**src/rtl/irq_seq_pkg.sv**
```systemverilog
package irq_seq_pkg;
  localparam int RET_W  = 16;
  localparam int BYTE_W = 8;

  typedef enum logic [1:0] {
    RC_PLAIN   = 2'd0,
    RC_SETIE   = 2'd1,
    RC_RETURN  = 2'd2,
    RC_SRWRITE = 2'd3
  } retire_cls_e;

  typedef enum logic [2:0] {
    ST_IDLE  = 3'd0,
    ST_TAKE  = 3'd1,
    ST_PUSHL = 3'd2,
    ST_PUSHH = 3'd3,
    ST_JUMP  = 3'd4
  } entry_st_e;
endpackage

```
**src/rtl/irq_prio_enc.sv**
```systemverilog
module irq_prio_enc #(
  parameter int N     = 8,
  parameter int IDX_W = 3
) (
  input  logic [N-1:0]     req,
  output logic [N-1:0]     grant,
  output logic [IDX_W-1:0] idx,
  output logic             any
);
  // grant[i] is set when req[i] is set and no lower index requests
  for (genvar gi = 0; gi < N; gi++) begin : g_grant
    if (gi == 0) begin : g_first
      assign grant[gi] = req[gi];
    end else begin : g_rest
      assign grant[gi] = req[gi] & ~(|req[gi-1:0]);
    end
  end

  always_comb begin
    idx = '0;
    for (int i = 0; i < N; i++) begin
      if (grant[i]) idx = idx | IDX_W'(i);
    end
  end

  assign any = |req;
endmodule

```
**src/rtl/irq_vec_calc.sv**
```systemverilog
module irq_vec_calc #(
  parameter int                 IDX_W      = 3,
  parameter int                 VEC_W      = 16,
  parameter logic [VEC_W-1:0]   VEC_BASE   = 16'h0002,
  parameter int                 SLOT_WORDS = 2
) (
  input  logic [IDX_W-1:0] idx,
  output logic [VEC_W-1:0] vec
);
  localparam logic [VEC_W-1:0] SLOT = VEC_W'(SLOT_WORDS);

  assign vec = VEC_BASE + (VEC_W'(idx) * SLOT);
endmodule

```
**src/rtl/irq_entry_fsm.sv**
```systemverilog
module irq_entry_fsm
  import irq_seq_pkg::*;
#(
  parameter int             N        = 8,
  parameter int             VEC_W    = 16,
  parameter logic [N-1:0]   ACK_MASK = '1
) (
  input  logic               clk,
  input  logic               rst,
  input  logic               accept_ok,
  input  logic [N-1:0]       grant,
  input  logic [VEC_W-1:0]   vec_in,
  input  logic [RET_W-1:0]   ret_addr,
  output logic               take,
  output logic [VEC_W-1:0]   vec_addr,
  output logic               stall,
  output logic               push_lo,
  output logic               push_hi,
  output logic [BYTE_W-1:0]  push_byte,
  output logic               gie_clr,
  output logic [N-1:0]       ack
);
  entry_st_e        st_q;
  logic [RET_W-1:0] ret_q;

  always_ff @(posedge clk) begin
    if (rst) begin
      st_q      <= ST_IDLE;
      ret_q     <= '0;
      take      <= 1'b0;
      vec_addr  <= '0;
      stall     <= 1'b0;
      push_lo   <= 1'b0;
      push_hi   <= 1'b0;
      push_byte <= '0;
      gie_clr   <= 1'b0;
      ack       <= '0;
    end else begin
      case (st_q)
        ST_IDLE: begin
          if (accept_ok) begin
            st_q     <= ST_TAKE;
            ret_q    <= ret_addr;
            take     <= 1'b1;
            gie_clr  <= 1'b1;
            ack      <= grant & ACK_MASK;
            vec_addr <= vec_in;
            stall    <= 1'b1;
          end
        end
        ST_TAKE: begin
          st_q      <= ST_PUSHL;
          take      <= 1'b0;
          gie_clr   <= 1'b0;
          ack       <= '0;
          push_lo   <= 1'b1;
          push_byte <= ret_q[BYTE_W-1:0];
        end
        ST_PUSHL: begin
          st_q      <= ST_PUSHH;
          push_lo   <= 1'b0;
          push_hi   <= 1'b1;
          push_byte <= ret_q[RET_W-1:BYTE_W];
        end
        ST_PUSHH: begin
          st_q      <= ST_JUMP;
          push_hi   <= 1'b0;
          push_byte <= '0;
        end
        default: begin
          st_q     <= ST_IDLE;
          stall    <= 1'b0;
          vec_addr <= '0;
        end
      endcase
    end
  end
endmodule

```
**src/rtl/irq_entry_seq.sv**
```systemverilog
module irq_entry_seq
  import irq_seq_pkg::*;
#(
  parameter int                 NUM_SRC    = 8,
  parameter int                 VEC_W      = 16,
  parameter logic [VEC_W-1:0]   VEC_BASE   = 16'h0002,
  parameter int                 SLOT_WORDS = 2,
  parameter logic [NUM_SRC-1:0] ACK_MASK   = 8'h7F
) (
  input  logic               clk,
  input  logic               rst,
  input  logic [NUM_SRC-1:0] irq_req,
  input  logic               gie,
  input  logic               insn_done,
  input  logic [1:0]         insn_cls,
  input  logic [15:0]        ret_addr,
  output logic               take,
  output logic [VEC_W-1:0]   vec_addr,
  output logic               stall,
  output logic               push_lo,
  output logic               push_hi,
  output logic [7:0]         push_byte,
  output logic               gie_clr,
  output logic [NUM_SRC-1:0] ack
);
  localparam int IDX_W = (NUM_SRC > 1) ? $clog2(NUM_SRC) : 1;

  logic [NUM_SRC-1:0] grant;
  logic [IDX_W-1:0]   win_idx;
  logic               any_req;
  logic [VEC_W-1:0]   win_vec;
  logic               plain_cls;
  logic               accept_ok;

  // Enabling classes open a one-instruction shadow: their own boundary is refused.
  assign plain_cls = (retire_cls_e'(insn_cls) == RC_PLAIN);
  assign accept_ok = insn_done & gie & plain_cls & any_req;

  irq_prio_enc #(.N(NUM_SRC), .IDX_W(IDX_W)) u_prio (
    .req   (irq_req),
    .grant (grant),
    .idx   (win_idx),
    .any   (any_req)
  );

  irq_vec_calc #(
    .IDX_W(IDX_W), .VEC_W(VEC_W), .VEC_BASE(VEC_BASE), .SLOT_WORDS(SLOT_WORDS)
  ) u_vec (
    .idx (win_idx),
    .vec (win_vec)
  );

  irq_entry_fsm #(.N(NUM_SRC), .VEC_W(VEC_W), .ACK_MASK(ACK_MASK)) u_fsm (
    .clk       (clk),
    .rst       (rst),
    .accept_ok (accept_ok),
    .grant     (grant),
    .vec_in    (win_vec),
    .ret_addr  (ret_addr),
    .take      (take),
    .vec_addr  (vec_addr),
    .stall     (stall),
    .push_lo   (push_lo),
    .push_hi   (push_hi),
    .push_byte (push_byte),
    .gie_clr   (gie_clr),
    .ack       (ack)
  );
endmodule

```
**config.mk**
```make
export PLATFORM = sky130hd
export DESIGN_NAME = irq_entry_seq
export DESIGN_NICKNAME = d
export VERILOG_FILES = /design/src/rtl/irq_seq_pkg.sv /design/src/rtl/irq_prio_enc.sv /design/src/rtl/irq_vec_calc.sv /design/src/rtl/irq_entry_fsm.sv /design/src/rtl/irq_entry_seq.sv
export SDC_FILE = /design/constraint.sdc
export NUM_CORES = 1
export LEC_CHECK = 0
export BUFFER_PORTS_ARGS = -buffer_cell sky130_fd_sc_hd__buf_2
export CAP_MARGIN = 20
export CORE_UTILIZATION = 44
export CTS_CLUSTER_DIAMETER = 60
export DETAILED_ROUTE_END_ITERATION = 10
export PLACE_DENSITY = 0.74
export SETUP_SLACK_MARGIN = 0.05
export SLEW_MARGIN = 20
export SYNTH_ARGS = -nofsm -noshare
export SYNTH_HDL_FRONTEND = slang
export SYNTH_SLANG_ARGS = --single-unit
```
**constraint.sdc**
```tcl
create_clock -name clk -period 2.53 [get_ports clk]
set_clock_uncertainty 0.1 [all_clocks]
set_input_delay 0.506 -clock clk [delete_from_list [all_inputs] [get_ports clk]]
set_output_delay 0.506 -clock clk [all_outputs]
set_load 0.01 [all_outputs]
```
Yosys cells after proc, flatten, opt, wreduce, memory -nomap -nowiden
Cells that the tools add are included.

Input port bits: 30. ROM bits: 0. Register bits after elaboration: 55. RAM bits: 0. Latch bits: 0. Output and inout bits: 37. Memories: 0. Word-level logic and storage cells: 68.

Order comparisons: 0. Div/mod/pow operators: 0. Add/sub/neg operators: 1. Multiplexer cells: 19. Bitwise logic cells: 18. Eq/ne operators: 4. Multiply operators: 0. Shifts and indexed selects: 0. Reduce and logical (&&, ||, !) cells: 17.

Operators with widths (count): case mux 16 bit (2 select lines) (1); case mux 8 bit (3 select lines) (1); two-way mux 16 bit (1); case mux 8 bit (2 select lines) (1); two-way mux 3 bit (5); case mux 3 bit (4 select lines) (1); bitwise AND 1 bit (10); two-way mux 8 bit (1); inverter 1 bit (8); case mux 1 bit (2 select lines) (4); OR reduction 8 bit (1); OR reduction 7 bit (1); equality test 3 x 2 -> 1 bit, second input constant (2); AND reduction 2 bit (3); nonzero test 2 bit (3); OR reduction 3 bit (2); OR reduction 6 bit (1); adder 2 x 4 -> 5 bit, first input constant (1); OR reduction 5 bit (1); two-way mux 2 bit (2); OR reduction 4 bit (1); equality test 3 x 1 -> 1 bit, second input constant (1); zero test 3 bit (1); nonzero test 3 bit (1); 4 further kinds (5).

Longest topological paths before layout
Gate-level depths: netlist (run 1).

Depth after elaboration: 12. Mapped depth: 6. Depth with buffers taken out: 6.

By module
Synthesis (run 1) repeated with hierarchy kept, for this count alone.

Cell total of the unflattened synthesis: 276. Area total of the unflattened synthesis: 2346.0 um^2.

Modules (own cells, without submodules): irq_entry_fsm (cells an instance 235, sequential area each 1081.0 um^2, area each 2057.0 um^2, times used 1); irq_prio_enc (cells an instance 22, sequential area each 0.0 um^2, area each 148.9 um^2, times used 1); irq_vec_calc (cells an instance 17, sequential area each 0.0 um^2, area each 125.1 um^2, times used 1); irq_entry_seq (cells an instance 2, sequential area each 0.0 um^2, area each 15.0 um^2, times used 1).

Worst setup path after synthesis (run 1)
OpenSTA, ideal clock, no wires.

Kind: input to register. Start: input port irq_req[1]. End: register u_fsm.vec_addr[4]. Required time: 2.313 ns. Setup slack: 0.606 ns. Buffers on the path: 0. Data arrival time: 1.707 ns. Library setup time: 0.117 ns. Cell stages on the path: 4. Path through: or4_4 o211ai_4 nor2_1 a32o_2.

Word-level cells in the longest chain between the ends: 12. Elaborated cells on any way between the ends: 33. Those cells by class: add/sub (1); eq/ne (1); mux (9); bitwise (14); reduce/logical (8).

RTL lines: start, declared (RTL line irq_entry_seq.sv:12) `input logic [NUM_SRC-1:0] irq_req,`; OR reduction 2 bit (RTL line irq_prio_enc.sv:15) `assign grant[gi] = req[gi] & ~(|req[gi-1:0]);`; inverter 1 bit (RTL line irq_prio_enc.sv:15); bitwise AND 1 bit (RTL line irq_prio_enc.sv:15); two-way mux 2 bit (2 in a row) (RTL line irq_prio_enc.sv:22) `if (grant[i]) idx = idx | IDX_W'(i);`; two-way mux 3 bit (4 in a row) (RTL line irq_prio_enc.sv:22); adder 2 x 4 -> 5 bit (RTL line irq_vec_calc.sv:12) `assign vec = VEC_BASE + (VEC_W'(idx) * SLOT);`; two-way mux 16 bit (RTL line irq_entry_fsm.sv:41) `if (accept_ok) begin`; case mux 16 bit (2 select lines) (RTL line irq_entry_fsm.sv:39) `case (st_q)`; end signal, assigned (RTL line irq_entry_fsm.sv:47) `vec_addr <= vec_in;`; end, declared (RTL line irq_entry_fsm.sv:15) `output logic [VEC_W-1:0] vec_addr,`.

Parallel ways exist; a longest one is shown, timed or not. The select of a mux whose other input is x is not followed. A chain may end at the register's enable or synchronous reset.

Final worst setup path (run 1)
Start: register u_fsm.st_q[0]. End: register u_fsm.ack[5].

Word-level cells in the longest chain between the ends: 3. Elaborated cells on any way between the ends: 6. Those cells by class: eq/ne (2); mux (1); reduce/logical (3).

RTL lines: start, declared (RTL line irq_entry_fsm.sv:23) `entry_st_e st_q;`; start signal, assigned (RTL line irq_entry_fsm.sv:28) `st_q <= ST_IDLE;`; start signal, assigned (RTL line irq_entry_fsm.sv:42) `st_q <= ST_TAKE;`; start signal, assigned (RTL line irq_entry_fsm.sv:52) `st_q <= ST_PUSHL;`; equality test 3 x 1 -> 1 bit / zero test 3 bit (equally long branches) (RTL line irq_entry_fsm.sv:39); nonzero test 2 bit (no line) / != test 2 bit (equally long branches); AND reduction 2 bit (no line); end signal, assigned (RTL line irq_entry_fsm.sv:46) `ack <= grant & ACK_MASK;`; end, declared (RTL line irq_entry_fsm.sv:21) `output logic [N-1:0] ack`.

Parallel ways exist; a longest one is shown, timed or not.

==> results.cfg, run 1 <==
[timing]
whs_ps = 347.2
tightest_slew_ps = 703.9
min_period_ps = 2114
slew_viol_final = 0
finalSetupTns_ps = 0
slew_headroom_pct = 53.07
period_share_pct = 83.55
hold_violations = 0
rsz0062_at_grt = no
setup_violations = 0
max_freq_ghz = 0.4731

[setup_path]
crit_path_cell_trace = nor3_2 > o211a_1 > nand4b_1 > a21oi_1
cp_slowest_cell = o211a_1
required_ps = 2650
worstPathArrival_ps = 2240
cp_top_family = compound AO/OA/AOI/OAI gates
worst_setup_path_start_kind = register
setup.worst_path.start = u_fsm.st_q[0]
cpPeakStageDelay_ps = 680
cp_max_fo = 23
path_buf_inv = 0
endpoint_kind = register
crit_type = reg2reg
reg2reg_from = u_fsm.st_q[0]

[finish]
stdcell_count = 336
diodes = 0
final-seq-area_um2 = 840.8
nNetsFinal = 317
syn_to_final_growth_pct = 16.21
fillCellCount = 410
multi_input_area_um2 = 908.4
drive_above_1_share_pct = 24.83

[placed_design]
dp_cells = 329
place.detailed.hpwl_um = 3059
place_congestion = 0.9229
io_buffers = 53

[logic_synthesis]
synth_enable_flop_cells = 0
synth_common_cells = dfxtp_1, nand2_1, a21oi_1, nor2_1, buf_4
async_flop_share_pct = 0
synth_cell_types = 36
syn_inst = 237
synth_most_common_cell = dfxtp_1
synth_ff_type = dfxtp_1
syn_area_mm2 = 0.001914
yosys.area.top_type_share_pct = 43.92
yosys-top-cells-area = dfxtp_1, a21oi_1, nand2_1
synth-seq-cells = 42
yosysTopAreaCell = dfxtp_1
syn_area_per_cell_um2 = 8.077
ys_seq_area_share_pct = 43.92
yosysWarnings = 0

[die]
die_width_um = 67.96
ios = 67
core_region_area_mm2 = 0.004086
initial_core_util_pct = 46.85
die_h_um = 67.96
rows = 23
design.die.area_mm2 = 0.004619

[clock_tree]
cts-root-buf = clkbuf_8
post-cts-setup-buffers = 0
clkSlewWorstSetupHoldPaths_ps = 70
cts_sinks = 42
cts_tree = built
cts_hold_buf = 0
clk_latency_ps = 290
cts.repair.resized = 0
cts_buffers = 5
htree_levels = 2
clk_path_buf_depth = 2

[power_and_ir_drop]
ir_worst_vdd_v = 0.0003616
power_density_mw_per_mm2 = 572.4
leakagePower_nw = 0.9373

[drt]
via_per_inst = 5.098
ant_nets = 0
dr_total_vias = 1713
first_iter_violations = 136
drt-wirelength-per-cell_um = 12.82
drt_wl_total_um = 4307
drc = 0
drt-pass1-iter-count = 4

[min_path]
hold_path_class = in2reg
worstHoldStart = ret_addr[9]

[global_route]
gr-total-overflow = 0
grt.total_usage_pct = 19.91
grt_pass1_wl_um = 6748
grt_pass1_vias = 1426
grt_max_degree = 24
antenna_found_initial = 0

[flow_run]
maxCapViolCount = 0

[status]
status = complete, no violations
==> placed cells by master, fill, tap and decap left out, drive strengths merged, types with 2 or more instances in the layout <==
master   n
nand4b   2
nand2b  11
nand2   38
nor2    19
a221oi   2
or4      2
dfxtp   42
clkbuf   7
nor4     2
xnor2    2
a22o     2
o21ai    9
buf     58
nor3    13
a21oi   34
nand3    8
inv      9
conb    13
==> stage by stage <==
stage          utilization (%)  total power, mW  worst slack [ps]  area (um^2)
2_1_floorplan                -           0.8352             606.1         1959
6_report                 54.44            1.273             416.1         2225
4_1_cts                  54.44            1.282             408.3         2225
3_3_place_gp             52.57           0.8845             273.8         2148
3_5_place_dp             52.57           0.8872             212.0         2148
5_1_grt                  54.44            1.330             251.0         2225
==> where the power goes <==
group | total (mW) | switching, mW | internal (mW) | leakage [nW]
clock network | 0.401 | 0.211 | 0.190 | 0.0383
registers | 0.701 | 0.0150 | 0.686 | 0.340
logic | 0.172 | 0.104 | 0.0680 | 0.559
==> sequential cells by signal (all words and copies together) (netlist names) <==
signal	cells
u_fsm.gie_clr	1
u_fsm.vec_addr	4
u_fsm.stall	1
u_fsm.push_byte	8
u_fsm.push_lo	1
u_fsm.push_hi	1
u_fsm.ack	7
u_fsm.st_q	3
u_fsm.ret_q	16
==> path summary, 6_finish.rpt <==
| kind | slack (ps) | endpoint | cells past startpoint |
|---|---|---|---|
| min reg2reg | 350 | u_fsm.ret_q[15] | 2 |
| min | 350 | u_fsm.ret_q[9] | 3 |
| max | 420 | u_fsm.ack[5] | 4 |
| max reg2reg | 420 | u_fsm.ack[5] | 4 |
==> final cells by class <==
cell class                      instances  share of cell area [%]
Clock buffer                            7                   3.431
Sequential cell                        42                   37.80
Multi-Input combinational cell        170                   40.83
Inverter                                9                   1.519
Tap cell                               50                   2.812
Timing Repair Buffer                   58                   13.61
==> kinds of logic after synthesis <==
family / count (synthesis) / share of synthesized area, %
other: 1 / 0.1959
buffers and inverters: 37 / 10.98
flip-flops: 42 / 43.92
AO/OA/AOI/OAI: 55 / 18.43
adder cells (fa/ha/maj): 1 / 0.6535
XOR/XNOR: 2 / 0.9152
AND/OR/NAND/NOR: 99 / 24.90
==> routing by layer <==
layer	up-vias	track usage, %	wire length [um]	part of all wire [%]
met4	0	12.24	102	2.4
met3	9	4.000	261	6.1
li1	870	-	-	-
met2	65	27.57	1880	44
met5	-	0	0	0
met1	769	27.91	2062	48
==> worst reg2reg max path, stage by stage, from the launching register on <==
cell      delay [ps]
dfxtp_1          490
nor3_2           420
o211a_1          680
nand4b_1         180
a21oi_1          180
(Power assumes the default switching activity.)
==> run 2, diff against run 1 <==
--- a/config.mk
+++ b/config.mk
@@ -10,7 +10,7 @@
 export CORE_UTILIZATION = 44
 export CTS_CLUSTER_DIAMETER = 60
 export DETAILED_ROUTE_END_ITERATION = 10
-export PLACE_DENSITY = 0.74
+export PLACE_DENSITY = 0.77
 export SETUP_SLACK_MARGIN = 0.05
 export SLEW_MARGIN = 20
 export SYNTH_ARGS = -nofsm -noshare
==> constraint.sdc (replaced) <==
create_clock -name clk -period 1.7 [get_ports clk]
set_clock_uncertainty 0.1 [all_clocks]
set_input_delay 0.34 -clock clk [delete_from_list [all_inputs] [get_ports clk]]
set_output_delay 0.34 -clock clk [all_outputs]
set_load 0.01 [all_outputs]
==> run 2 against run 1 <==
  * Routed wire length decreased by 3.2%
  * Clock power is 51% higher
  * Via count grew 2.2%
  * Cell area increased by 6.4%
  * Worst setup slack worse by 330 ps
  * First-iteration DRC count shrank 44%
  * Largest power group unchanged
  * Largest cell class unchanged
  * Highest routed layer unchanged
==> results.cfg, run 2 (synthesized netlist as in run 1, its figures left out) <==
[global_route]
antenna_found_initial = 0
grt_max_degree = 25
gr-total-overflow = 0
grt.total_usage_pct = 19.97
grt_pass1_wl_um = 6879
grt_pass1_vias = 1555

[clock_tree]
cts-root-buf = clkbuf_8
clk_path_buf_depth = 2
clkSlewWorstSetupHoldPaths_ps = 70
htree_levels = 2
cts_tree = built
cts_buffers = 5
clk_latency_ps = 300
cts_hold_buf = 0
cts_sinks = 42

[finish]
layout_common_cells = buf_2, dfxtp_1, nand2_1
nNetsFinal = 332
drive_above_1_share_pct = 29.90
top_regs = u_fsm.ret_q: 16 flops, u_fsm.push_byte: 8 flops, u_fsm.ack: 7 flops
diodes = 0
largest_reg_flops = 16
fillCellCount = 384
syn_to_final_growth_pct = 23.66
regMostFlops = u_fsm.ret_q
final_common_cell = buf_2
stdcell_count = 351
fin_area_mm2 = 0.002367
fin_util_pct = 57.93

[setup_path]
cp_slowest_cell = or4_4
crit_type = in2reg
crit_path_cell_trace = buf_2 > or4_4 > o211ai_4 > buf_4 > nand3_1 > a21oi_1
endpoint_kind = register
worst_setup_path_start_kind = input pin
r2r_setup_slack_ps = 120
cp_max_fo = 7
setup.worst_path.start = irq_req[7]
path_buf_inv = 2
cp_top_family = simple AND/OR/NAND/NOR gates
cpPeakStageDelay_ps = 570
required_ps = 1830
worstPathArrival_ps = 1740
reg2reg_from = u_fsm.st_q[0]

[die]
design.die.area_mm2 = 0.004619
core_region_area_mm2 = 0.004086
die_h_um = 67.96
die_width_um = 67.96
ios = 67
rows = 23
initial_core_util_pct = 46.85

[placed_design]
dp_cells = 344
place.detailed.hpwl_um = 3119
io_buffers = 53
place_congestion = 0.8328
place_area_mm2 = 0.002276

[status]
status = complete, no violations

[timing]
slew_viol_final = 0
max_freq_ghz = 0.6203
finalSetupTns_ps = 0
period_share_pct = 94.83
rsz0062_at_grt = yes
min_period_ps = 1612
hold_violations = 0
setup_violations = 0

[power_and_ir_drop]
leakagePower_nw = 1.024
ir_worst_vdd_v = 0.0004071
finalPower_mw = 1.931
power_density_mw_per_mm2 = 815.6

[min_path]
hold_path_class = in2reg
worstHoldStart = ret_addr[13]

[drt]
via_per_inst = 4.989
drt-wirelength-per-cell_um = 11.88
drt_wl_total_um = 4170
drc = 0
drt-pass1-iter-count = 6
ant_nets = 0
first_iter_violations = 76
dr_total_vias = 1751

[flow_run]
maxCapViolCount = 0
[run 2: cell types whose count changed in the layout (fill, tap and decap cells not counted)]
cell | before | now
buf_12 | 0 | 1
clkinv_2 | 0 | 2
nor2_2 | 0 | 2
nor2_1 | 19 | 17
clkbuf_1 | 2 | 0
nor3_4 | 0 | 1
buf_4 | 5 | 18
buf_6 | 0 | 1
nor3_2 | 1 | 0
[run 2: through the flow]
stage          hold slack [ps]  worst slack [ps]
5_1_grt                  183.1             35.26
3_5_place_dp             339.8            -232.3
2_1_floorplan            326.7            -24.94
3_3_place_gp             334.2            -181.7
6_report                 177.8             87.96
4_1_cts                  168.5             54.95
[run 2: worst paths after layout]
check	cells after the start	endpoint
min	3	u_fsm.ret_q[13]
min reg2reg	2	u_fsm.ret_q[10]
max reg2reg	4	u_fsm.ack[1]
max	6	u_fsm.ack[4]
[run 2: where the power goes]
part           leakage [nW]  internal, mW  total [mW]  switching, mW
Combinational         0.640         0.124       0.287          0.163
Clock                0.0438         0.275       0.605          0.330
Sequential            0.340          1.02        1.04         0.0186
[run 2: what timing repair did]
item / in CTS / in global routing
setup endpoints to repair: 0 / 16
resized for setup: 0 / 3
buffers inserted: 0 / 0
[run 2: layout make-up]
type | instances | area, um^2 | share of cell area, %
clock buffers | 5 | 68.82 | 2.907
clock inverters | 2 | 10.01 | 0.4228
inverters | 9 | 33.78 | 1.427
multi-input cells | 170 | 919.6 | 38.85
flip-flops and latches | 42 | 840.8 | 35.52
well taps | 50 | 62.56 | 2.643
repair buffers | 73 | 431.7 | 18.23
[run 2: worst register-to-register path, delay by kind of cell (launching register included)]
kind	cells	cell delay, ps
and+or+nand+nor	2	640
AOI/OAI and AO/OA	2	420
DFF	1	340
[run 2: per-layer routing]
metal  share of wire, %  up-vias  GRT usage, %
met5                  0        -             0
met4                1.8        0         8.333
met3                4.0        7         5.167
met2                 47       47         31.37
met1                 47      802         25.71
li1                   -      895             -
